### src/rtl/alu8_pkg.sv
package alu8_pkg;

  localparam int DW = 8;

  typedef enum logic [4:0] {
    OP_NOP = 5'd0,
    OP_ADD = 5'd1,
    OP_ADC = 5'd2,
    OP_SUB = 5'd3,
    OP_SBB = 5'd4,
    OP_AND = 5'd5,
    OP_XOR = 5'd6,
    OP_OR  = 5'd7,
    OP_CMA = 5'd8,
    OP_RLC = 5'd9,
    OP_RRC = 5'd10,
    OP_RAL = 5'd11,
    OP_RAR = 5'd12,
    OP_DAA = 5'd13,
    OP_CMC = 5'd14,
    OP_STC = 5'd15,
    OP_RST = 5'd16
  } alu_op_e;

  typedef enum logic [1:0] {
    FM_NONE = 2'd0,
    FM_RES  = 2'd1,
    FM_CY   = 2'd2,
    FM_ALL  = 2'd3
  } fmode_e;

  typedef struct packed {
    logic s;
    logic z;
    logic ac;
    logic p;
    logic cy;
  } flags_t;

  function automatic logic [7:0] status_byte(input flags_t f);
    return {f.s, f.z, 1'b0, f.ac, 1'b0, f.p, 1'b1, f.cy};
  endfunction

endpackage

### src/rtl/alu8_operands.sv
module alu8_operands
  import alu8_pkg::*;
#(
  parameter int W = DW
) (
  input  logic         clk,
  input  logic         rst_n,
  input  logic [W-1:0] din,
  input  logic         ld_t1,
  input  logic         ld_t2,
  input  logic         clr_t1,
  output logic [W-1:0] t1_q,
  output logic [W-1:0] t2_q
);

  logic [W-1:0] t1_d, t2_d;
  logic         t1_en, t2_en;

  always_comb begin
    t1_en = clr_t1 | ld_t1;
    t2_en = ld_t2;
    t1_d  = clr_t1 ? '0 : din;
    t2_d  = din;
  end

  always_ff @(posedge clk or negedge rst_n) begin
    if (!rst_n) begin
      t1_q <= '0;
      t2_q <= '0;
    end else begin
      if (t1_en) t1_q <= t1_d;
      if (t2_en) t2_q <= t2_d;
    end
  end

endmodule

### src/rtl/alu8_exec.sv
module alu8_exec
  import alu8_pkg::*;
#(
  parameter int W         = DW,
  parameter int VEC_W     = 3,
  parameter int VEC_SHIFT = 3
) (
  input  alu_op_e          op,
  input  logic [W-1:0]     t1,
  input  logic [W-1:0]     t2,
  input  logic             cur_ac,
  input  logic             cur_cy,
  input  logic             link_q,
  input  logic             use_ac,
  input  logic             set_ac,
  input  logic [W-1:0]     fix_q,
  input  logic             fix_cy_q,
  input  logic [VEC_W-1:0] rst_idx,
  output logic [W-1:0]     res_nx,
  output logic             res_we,
  output flags_t           cand,
  output logic             szap_touch,
  output logic             cy_touch,
  output logic             link_we,
  output logic             link_nx,
  output logic             fix_we,
  output logic [W-1:0]     fix_nx,
  output logic             fix_cy_nx
);

  localparam int NIB = 4;

  logic         cin_src, cin, is_sub, carry_out, ac_add;
  logic [W-1:0] b_op;
  logic [W:0]   sum;
  logic         lo_adj, lo_c, hi_adj, dac;
  logic [NIB:0] hi_val;
  logic [W-1:0] fix_calc, dsum, vec;

  // carry source and shared adder
  always_comb begin
    cin_src = use_ac ? (set_ac | link_q) : cur_cy;
    is_sub  = (op == OP_SUB) || (op == OP_SBB);
    b_op    = is_sub ? ~t1 : t1;
    unique case (op)
      OP_ADC:  cin = cin_src;
      OP_SUB:  cin = 1'b1;
      OP_SBB:  cin = ~cin_src;
      default: cin = 1'b0;
    endcase
    sum       = {1'b0, t2} + {1'b0, b_op} + {{W{1'b0}}, cin};
    carry_out = sum[W] ^ is_sub;
    ac_add    = t2[NIB] ^ b_op[NIB] ^ sum[NIB];
  end

  // decimal correction and restart vector
  always_comb begin
    lo_adj   = (t1[NIB-1:0] > 4'd9) || cur_ac;
    lo_c     = lo_adj && (t1[NIB-1:0] >= 4'd10);
    hi_val   = {1'b0, t1[W-1:NIB]} + {{NIB{1'b0}}, lo_c};
    hi_adj   = (hi_val > 5'd9) || cur_cy;
    fix_calc = {(hi_adj ? 4'h6 : 4'h0), (lo_adj ? 4'h6 : 4'h0)};
    dsum     = t1 + fix_q;
    dac      = t1[NIB] ^ fix_q[NIB] ^ dsum[NIB];
    vec      = '0;
    vec[VEC_SHIFT +: VEC_W] = rst_idx;
  end

  always_comb begin
    res_nx     = t1;
    res_we     = 1'b0;
    cand       = '0;
    szap_touch = 1'b0;
    cy_touch   = 1'b0;
    link_we    = 1'b0;
    link_nx    = link_q;
    fix_we     = 1'b0;
    fix_nx     = fix_q;
    fix_cy_nx  = fix_cy_q;
    unique case (op)
      OP_ADD, OP_ADC, OP_SUB, OP_SBB: begin
        res_nx     = sum[W-1:0];
        res_we     = 1'b1;
        cand.ac    = ac_add;
        cand.cy    = carry_out;
        szap_touch = 1'b1;
        cy_touch   = 1'b1;
        link_we    = use_ac;
        link_nx    = carry_out;
      end
      OP_AND, OP_XOR, OP_OR: begin
        res_nx     = (op == OP_AND) ? (t2 & t1) :
                     (op == OP_XOR) ? (t2 ^ t1) : (t2 | t1);
        res_we     = 1'b1;
        szap_touch = 1'b1;
        cy_touch   = 1'b1;
      end
      OP_CMA: begin
        res_nx = ~t1;
        res_we = 1'b1;
      end
      OP_RLC, OP_RRC, OP_RAL, OP_RAR: begin
        res_we     = 1'b1;
        szap_touch = 1'b1;
        cy_touch   = 1'b1;
        if (op == OP_RLC)      res_nx = {t1[W-2:0], t1[W-1]};
        else if (op == OP_RRC) res_nx = {t1[0], t1[W-1:1]};
        else if (op == OP_RAL) res_nx = {t1[W-2:0], cur_cy};
        else                   res_nx = {cur_cy, t1[W-1:1]};
        cand.cy = ((op == OP_RLC) || (op == OP_RAL)) ? t1[W-1] : t1[0];
      end
      OP_DAA: begin
        res_nx     = dsum;
        res_we     = 1'b1;
        cand.ac    = dac;
        cand.cy    = cur_cy | fix_cy_q;
        szap_touch = 1'b1;
        cy_touch   = 1'b1;
        fix_we     = 1'b1;
        fix_nx     = fix_calc;
        fix_cy_nx  = hi_adj;
      end
      OP_CMC: begin
        cand.cy  = ~cur_cy;
        cy_touch = 1'b1;
      end
      OP_STC: begin
        cand.cy  = 1'b1;
        cy_touch = 1'b1;
      end
      OP_RST: begin
        res_nx = vec;
        res_we = 1'b1;
      end
      default: ;
    endcase
    cand.s = res_nx[W-1];
    cand.z = (res_nx == '0);
    cand.p = ~^res_nx;
  end

endmodule

### src/rtl/alu8_state.sv
module alu8_state
  import alu8_pkg::*;
#(
  parameter int W = DW
) (
  input  logic         clk,
  input  logic         rst_n,
  input  fmode_e       fmode,
  input  logic         res_we,
  input  logic [W-1:0] res_nx,
  input  flags_t       cand,
  input  logic         szap_touch,
  input  logic         cy_touch,
  input  logic         link_we,
  input  logic         link_nx,
  input  logic         fix_we,
  input  logic [W-1:0] fix_nx,
  input  logic         fix_cy_nx,
  output logic [W-1:0] result_q,
  output flags_t       flags_q,
  output logic         link_q,
  output logic [W-1:0] fix_q,
  output logic         fix_cy_q
);

  logic   szap_we, cy_we, flg_en;
  flags_t flg_d;

  always_comb begin
    szap_we = szap_touch && ((fmode == FM_RES) || (fmode == FM_ALL));
    cy_we   = cy_touch && ((fmode == FM_CY) || (fmode == FM_ALL));
    flg_en  = szap_we | cy_we;
    flg_d   = flags_q;
    if (szap_we) begin
      flg_d.s  = cand.s;
      flg_d.z  = cand.z;
      flg_d.ac = cand.ac;
      flg_d.p  = cand.p;
    end
    if (cy_we) flg_d.cy = cand.cy;
  end

  always_ff @(posedge clk or negedge rst_n) begin
    if (!rst_n) begin
      result_q <= '0;
      flags_q  <= '0;
      link_q   <= 1'b0;
      fix_q    <= '0;
      fix_cy_q <= 1'b0;
    end else begin
      if (res_we)  result_q <= res_nx;
      if (flg_en)  flags_q  <= flg_d;
      if (link_we) link_q   <= link_nx;
      if (fix_we) begin
        fix_q    <= fix_nx;
        fix_cy_q <= fix_cy_nx;
      end
    end
  end

endmodule

### src/rtl/alu8_flags.sv
module alu8_flags
  import alu8_pkg::*;
#(
  parameter int VEC_W       = 3,
  parameter int VEC_SHIFT   = 3,
  parameter int SYNC_STAGES = 2
) (
  input  logic             clk,
  input  logic             rst_n,
  input  logic [DW-1:0]    din,
  input  logic             ld_t1,
  input  logic             ld_t2,
  input  logic             clr_t1,
  input  logic [4:0]       op,
  input  logic [1:0]       fmode,
  input  logic             use_ac,
  input  logic             set_ac,
  input  logic [VEC_W-1:0] rst_idx,
  output logic [DW-1:0]    result,
  output logic [7:0]       flags
);

  logic [SYNC_STAGES-1:0] rst_pipe;
  logic                   rst_sync_n;

  always_ff @(posedge clk or negedge rst_n) begin
    if (!rst_n) rst_pipe <= '0;
    else        rst_pipe <= {rst_pipe[SYNC_STAGES-2:0], 1'b1};
  end
  assign rst_sync_n = rst_pipe[SYNC_STAGES-1];

  logic [DW-1:0] t1_q, t2_q, res_nx, fix_q, fix_nx;
  logic          res_we, szap_touch, cy_touch, link_we, link_nx, link_q;
  logic          fix_we, fix_cy_nx, fix_cy_q;
  flags_t        cand, flags_q;

  alu8_operands #(.W(DW)) u_ops (
    .clk    (clk),
    .rst_n  (rst_sync_n),
    .din    (din),
    .ld_t1  (ld_t1),
    .ld_t2  (ld_t2),
    .clr_t1 (clr_t1),
    .t1_q   (t1_q),
    .t2_q   (t2_q)
  );

  alu8_exec #(.W(DW), .VEC_W(VEC_W), .VEC_SHIFT(VEC_SHIFT)) u_exec (
    .op         (alu_op_e'(op)),
    .t1         (t1_q),
    .t2         (t2_q),
    .cur_ac     (flags_q.ac),
    .cur_cy     (flags_q.cy),
    .link_q     (link_q),
    .use_ac     (use_ac),
    .set_ac     (set_ac),
    .fix_q      (fix_q),
    .fix_cy_q   (fix_cy_q),
    .rst_idx    (rst_idx),
    .res_nx     (res_nx),
    .res_we     (res_we),
    .cand       (cand),
    .szap_touch (szap_touch),
    .cy_touch   (cy_touch),
    .link_we    (link_we),
    .link_nx    (link_nx),
    .fix_we     (fix_we),
    .fix_nx     (fix_nx),
    .fix_cy_nx  (fix_cy_nx)
  );

  alu8_state #(.W(DW)) u_state (
    .clk        (clk),
    .rst_n      (rst_sync_n),
    .fmode      (fmode_e'(fmode)),
    .res_we     (res_we),
    .res_nx     (res_nx),
    .cand       (cand),
    .szap_touch (szap_touch),
    .cy_touch   (cy_touch),
    .link_we    (link_we),
    .link_nx    (link_nx),
    .fix_we     (fix_we),
    .fix_nx     (fix_nx),
    .fix_cy_nx  (fix_cy_nx),
    .result_q   (result),
    .flags_q    (flags_q),
    .link_q     (link_q),
    .fix_q      (fix_q),
    .fix_cy_q   (fix_cy_q)
  );

  assign flags = status_byte(flags_q);

endmodule

### config.mk
export PLATFORM = sky130hd
export DESIGN_NAME = alu8_flags
export DESIGN_NICKNAME = d
export VERILOG_FILES = /design/src/rtl/alu8_pkg.sv /design/src/rtl/alu8_operands.sv /design/src/rtl/alu8_exec.sv /design/src/rtl/alu8_state.sv /design/src/rtl/alu8_flags.sv
export SDC_FILE = /design/constraint.sdc
export NUM_CORES = 1
export LEC_CHECK = 0
export BUFFER_PORTS_ARGS = -buffer_cell sky130_fd_sc_hd__buf_4
export CAP_MARGIN = 0
export CORE_MARGIN = 3
export CORE_UTILIZATION = 45
export CTS_CLUSTER_DIAMETER = 150
export DETAILED_ROUTE_END_ITERATION = 8
export PLACE_DENSITY_LB_ADDON = 0.25
export SLEW_MARGIN = 5
export SYNTH_ARGS = -nofsm -noshare
export SYNTH_HDL_FRONTEND = slang
export SYNTH_SLANG_ARGS = --single-unit
### constraint.sdc
create_clock -name clk -period 2.3 [get_ports clk]
set_clock_uncertainty 0.1 [all_clocks]
set_input_delay 0.345 -clock clk [delete_from_list [all_inputs] [get_ports clk]]
set_output_delay 0.345 -clock clk [all_outputs]
set_load 0.1 [all_outputs]
Yosys cells after proc, flatten, opt, wreduce, memory -nomap -nowiden
Index checks and enable logic that the tools add are counted.

word-level totals
  register bits after elaboration = 41
  output and inout port bits = 16
  bits of input ports = 25

operators by class
  bitwise logic cells = 15
  mux-type cells = 20
  $add $sub $neg = 4
  magnitude comparators = 3
  reductions and logical operators = 21
  equality and inequality tests = 19

operator list
  cell                                                              count
  8-bit 2-to-1 mux                                                  7
  8-bit one-hot mux with 6 select lines                             1
  5-bit by 4-bit == test with 1-bit output (second input constant)  8
  14-bit OR reduction                                               2
  5-bit by 3-bit == test with 1-bit output (second input constant)  4
  12-bit OR reduction                                               1
  5-bit by 2-bit == test with 1-bit output (second input constant)  2
  8-bit by 8-bit adder with 9-bit output                            1
  9-bit by 1-bit adder with 9-bit output                            1
  8-bit adder                                                       1
  8-bit bitwise AND                                                 1
  8-bit zero test                                                   1
  8-bit inverter                                                    1
  8-bit bitwise OR                                                  1
  2-bit AND reduction                                               4
  4-bit OR reduction                                                2
  8-bit XNOR reduction                                              1
  8-bit bitwise XOR                                                 1
  1-bit 2-to-1 mux                                                  7
  1-bit logical OR                                                  6
  3-bit 2-to-1 mux                                                  2
  4-bit by 1-bit adder with 5-bit output                            1
  5-bit by 1-bit == test with 1-bit output (second input constant)  1
  5-bit == test (second input constant)                             1
  other kinds (13)                                                  24

Depth between registers and ports, before layout
  word-level depth = 7
  depth in mapped cells = 18

Hierarchy
From an unflattened synthesis, not the netlist that was laid out.

unflattened totals
  cell total of the unflattened synthesis = 446
  area total of the unflattened synthesis = 4,038.9 um^2

by module, submodules not included
  module         cells each  times used  area an instance (um^2)
  alu8_exec      346         1           2,371.0
  alu8_state     50          1           930.9
  alu8_operands  43          1           656.9
  alu8_flags     7           1           80.1

Worst setup path before layout
OpenSTA, ideal clock, no wires.

  path kind = input port to flip-flop
  from = input port op[0]
  to = register u_state.flags_q[1] (netlist name)
  arrival time = 3.819 ns
  required time = 2.070 ns
  library setup time = 0.130 ns
  slack = -1.749 ns
  stages = 18
  path buffers = 3
  cells stage by stage = buf_2 clkbuf_1 nor2_1 a22oi_1 nor3_1 buf_2 xnor2_1 fa_1 fa_1 a211oi_1 o21bai_1 a21oi_1 mux2i_1 o22ai_1 ha_1 xnor2_1 xnor2_1 o21ai_0

on the way
  cells in the longest elaborated chain, start to end = 7
  elaborated cells between the ends (all ways) = 39
  those cells by class = 2 x add/sub; 16 x eq/ne; 10 x mux; 1 x bitwise; 10 x reduce/logical

ends and longest elaborated chain
  element                                                                                               line                                               text
  start: declaration                                                                                    alu8_flags.sv:14                                   input logic [4:0] op,
  5-bit by 2-bit == test with 1-bit output or 5-bit by 3-bit == test with 1-bit output (tied branches)  alu8_exec.sv:43, alu8_exec.sv:45, alu8_exec.sv:80
  1-bit logical OR                                                                                      alu8_exec.sv:43                                    is_sub = (op == OP_SUB) || (op == OP_SBB);
  8-bit 2-to-1 mux                                                                                      alu8_exec.sv:44                                    b_op = is_sub ? ~t1 : t1;
  8-bit by 8-bit adder with 9-bit output                                                                alu8_exec.sv:51                                    sum = {1'b0, t2} + {1'b0, b_op} + {{W{1'b0}}, cin};
  9-bit by 1-bit adder with 9-bit output                                                                alu8_exec.sv:51
  8-bit one-hot mux with 6 select lines                                                                 alu8_exec.sv:80                                    unique case (op)
  8-bit XNOR reduction                                                                                  alu8_exec.sv:139                                   cand.p = ~^res_nx;

Parallel ways exist; a longest one is shown, timed or not.
A chain may end at the register's enable or synchronous reset.

Final worst setup path
  from = register u_state.link_q
  to = register u_state.flags_q[1] (netlist name)

on the way
  cells in the longest elaborated chain, start to end = 7

ends and longest elaborated chain
  element                                     line              text
  start: declaration                          alu8_state.sv:21  output logic link_q,
  start signal: assignment                    alu8_state.sv:53  if (link_we) link_q <= link_nx;
  1-bit bitwise OR (*)                        alu8_exec.sv:42   cin_src = use_ac ? (set_ac | link_q) : cur_cy;
  1-bit 2-to-1 mux (*)                        alu8_exec.sv:42
  1-bit inverter                              alu8_exec.sv:48   OP_SBB: cin = ~cin_src;
  1-bit one-hot mux with 3 select lines (*)   alu8_exec.sv:45   unique case (op)
  9-bit by 1-bit adder with 9-bit output (*)  alu8_exec.sv:51
  8-bit one-hot mux with 6 select lines (*)   alu8_exec.sv:80
  8-bit XNOR reduction (*)                    alu8_exec.sv:139

Mark *: on every way between the ends. The rest lies on a longest branch, timed or not.

==> results by group <==
Outcome
  – Status: complete, but fails checks
  – Failing checks: negative setup slack

Clock tree
  – CTS tree: built
  – Clock Tree Root: clkbuf_8
  – Worst skew pair latency: 0.29 ns
  – TritonCTS buffer count: 5
  – H-tree Lvls: 2
  – Clock-pin transition on the worst setup and hold timing paths: 0.07 ns
  – Sink Count: 34
  – CTS max path bufs: 2

Floorplan
  – Die Y-Extent: 92.5 µm
  – Cell Rows: 30
  – Die W: 92.5 µm
  – Initial core utilization: 0.480
  – Die area: 8560 µm²
  – Core ar.: 7020 µm²
  – # IOs: 41

Timing
  – Setup violators final: 13
  – Fin. Hold Viols: 0
  – Final min period: 3.63 ns
  – Fin worst setup slack: -1.33 ns
  – Hold slack final: 0.165 ns
  – Slew Limit Fails: 0
  – Period utilisation layout: 1.58
  – Post-Route Setup TNS: -9.03 ns
  – Max frequency: 0.276 GHz
  – Slew HR: 0.650
  – Worst slew pin tran: 0.511 ns
  – RSZ-0062 raised after global routing: true

Min path
  – Hold WC Path Type: in -> reg
  – Hold endpoint: u_ops.t1_q[1]
  – Hold Startpoint: clr_t1
  – Hold Path Depth: 2

Worst setup path
  – Critical path launch point type: flip-flop
  – R2r startpoint: u_state.link_q
  – Worst path required time: 2.38 ns
  – FF-to-FF End: u_state.flags_q[1]
  – Max Fanout on Critical Path: 3
  – Reg2Reg Depth: 16
  – CP arrival: 3.71 ns
  – R2R setup slack: -1.33 ns
  – WS Path Type: reg -> reg
  – Crit end category: flip-flop

Route
  – Via/cell ratio: 5.71
  – Violation count after the first detailed-route iteration: 336
  – Post-Route WL: 11.3 mm
  – Antenna Nets Post-Route: 0
  – Vias: 3739
  – DRC: 0
  – WL per Instance: 17.3 µm
  – DRT Pass-1 Iters: 5

Finish
  – Antenna diode count: 0
  – Highest-count cells in the layout ignoring fill and taps: buf_4, nor2_1, dfrtp_1
  – Synthesis-to-finish area growth: 47.2%
  – Layout cells sized above 1: 0.394
  – Commonest non-fill, non-tap cell in the layout: buf_4
  – Final Util: 0.707
  – Filler cells: 563
  – Layout Nets: 619

Power
  – Worst vdd ir: 0.355 mV
  – PD cells: 542 nW/µm²
  – Final Power: 2.69 mW
  – Static Leak: 2.37 nW

GRT
  – Gr usage total: 0.261
  – Vias in the first global route: 3626
  – Global-route wire length before repair: 17.9 mm
  – Largest net degree at the start of global routing: 33
  – GR Overflow Total: 0
  – Initial antenna violation count: 0

Synth
  – Post-synthesis instance total: 408
  – Share of the synthesized area in the top cell type: 0.253
  – Syn. warnings: 0
  – Top cell type by total area after synthesis: dfrtp_1
  – Synthesized area per cell: 8.26 µm²
  – Post-synth ARST share: 1.00
  – EDFF count, synth: 0
  – Synth top area cells: dfrtp_1, ha_1, mux2i_1
  – Post-Syn Area: 3370 µm²
  – Post-synthesis cell type count: 67
  – Sequential area share after synthesis: 0.253
  – Yosys reg bits: 34
  – Ys flop type: dfrtp_1

Placement
  – DP Wirelength: 8.59 mm
  – Place WS: -1.58 ns
  – Routability congestion estimate: 0.995
  – PortBufs: 37

Flow run
  – Max_cap viols: 0
worst max path at each step:
stage | from | end | slack, ns | cells after the start
after floorplan | op[0] | u_state.flags_q[1] | -1.34 | 18
after global placement | op[0] | u_state.flags_q[1] | -1.41 | 16
after detailed placement | op[0] | u_state.flags_q[1] | -1.58 | 16
after CTS | u_state.link_q | u_state.flags_q[1] | -1.28 | 16
after global routing | u_state.link_q | u_state.flags_q[1] | -1.51 | 16
final | u_state.link_q | u_state.flags_q[1] | -1.33 | 16
cell usage after synthesis (all sizes together), types with 6 or more instances:
library cell / n
inv: 21
mux2i: 20
dfrtp: 34
nor3: 9
nor2b: 7
nor2: 39
clkbuf: 17
xnor2: 14
buf: 16
nand3: 12
o21ai: 30
ha: 33
or3: 6
a21oi: 30
nand2: 22
cells by family after synthesis:
logic type               after synthesis  share of synthesized area
XOR/XNOR                              17                     0.0442
AND/OR/NAND/NOR                      121                      0.181
multiplexers                          22                     0.0661
flip-flops                            34                      0.253
other                                  2                    0.00223
AO/OA/AOI/OAI                        122                      0.244
adder cells (fa/ha/maj)               36                      0.140
buffers and inverters                 54                     0.0694
state kept, by name, indices dropped and copies added, names as in the netlist:
| name | cells |
|---|---|
| u_state.result_q | 8 |
| u_state.link_q | 1 |
| u_state.fix_q | 2 |
| rst_pipe | 2 |
| u_ops.t2_q | 8 |
| u_ops.t1_q | 8 |
| u_state.flags_q | 5 |
layer usage:
metal / GRT usage / up-vias / routed length [µm]
li1: - / 1771 / -
met2: 0.422 / 191 / 5290
met4: 0.0804 / 0 / 278
met1: 0.358 / 1752 / 4860
met3: 0.0366 / 25 / 882
met5: 0 / - / 0
where the power goes:
group | internal, mW | switching [mW] | leakage (nW)
logic | 0.571 | 0.844 | 1.90
registers | 0.673 | 0.0521 | 0.421
clock network | 0.324 | 0.226 | 0.0524
total | 1.57 | 1.12 | 2.37
critical path, stage by stage, from the launching register on:
cell and delay [ns]:
dfrtp_1 0.39, nor2_2 0.13, a21oi_2 0.07, nor2_1 0.11, mux2i_1 0.21, nor3_1 0.08, fa_2 0.37, fa_2 0.38
a21o_1 0.20, a211oi_2 0.23, nor3_1 0.09, a311oi_2 0.31, o2bb2ai_1 0.18, ha_2 0.30, xor2_1 0.15, xnor2_1 0.16
o21ai_1 0.07
area by class of cell:
type | count | area, µm² | area share
clock buffer | 7 | 76.3 | 0.0154
timing repair buffer | 174 | 1330 | 0.268
sequential | 34 | 853 | 0.172
tap | 96 | 120 | 0.0242
multi-input combinational | 322 | 2470 | 0.499
inverter | 21 | 78.8 | 0.0159
clock inverter | 1 | 30.0 | 0.00605
through the flow:
step	std cells	instance area, µm²
5_1_grt	655	4960
3_5_place_dp	636	4620
2_1_floorplan	410	3460
4_1_cts	648	4810
6_report	655	4960
3_3_place_gp	636	4620
repair_timing:
action                                  4_1_cts  5_1_grt
hold endpoints to repair                      2        0
hold buffers                                  1        0
pin swaps                                     3       11
resized for setup                            14       22
gates cloned                                  0        0
buffers inserted                              3        8
endpoints found under the setup margin       13       14
No activity file was read; power rests on OpenSTA's default activity.
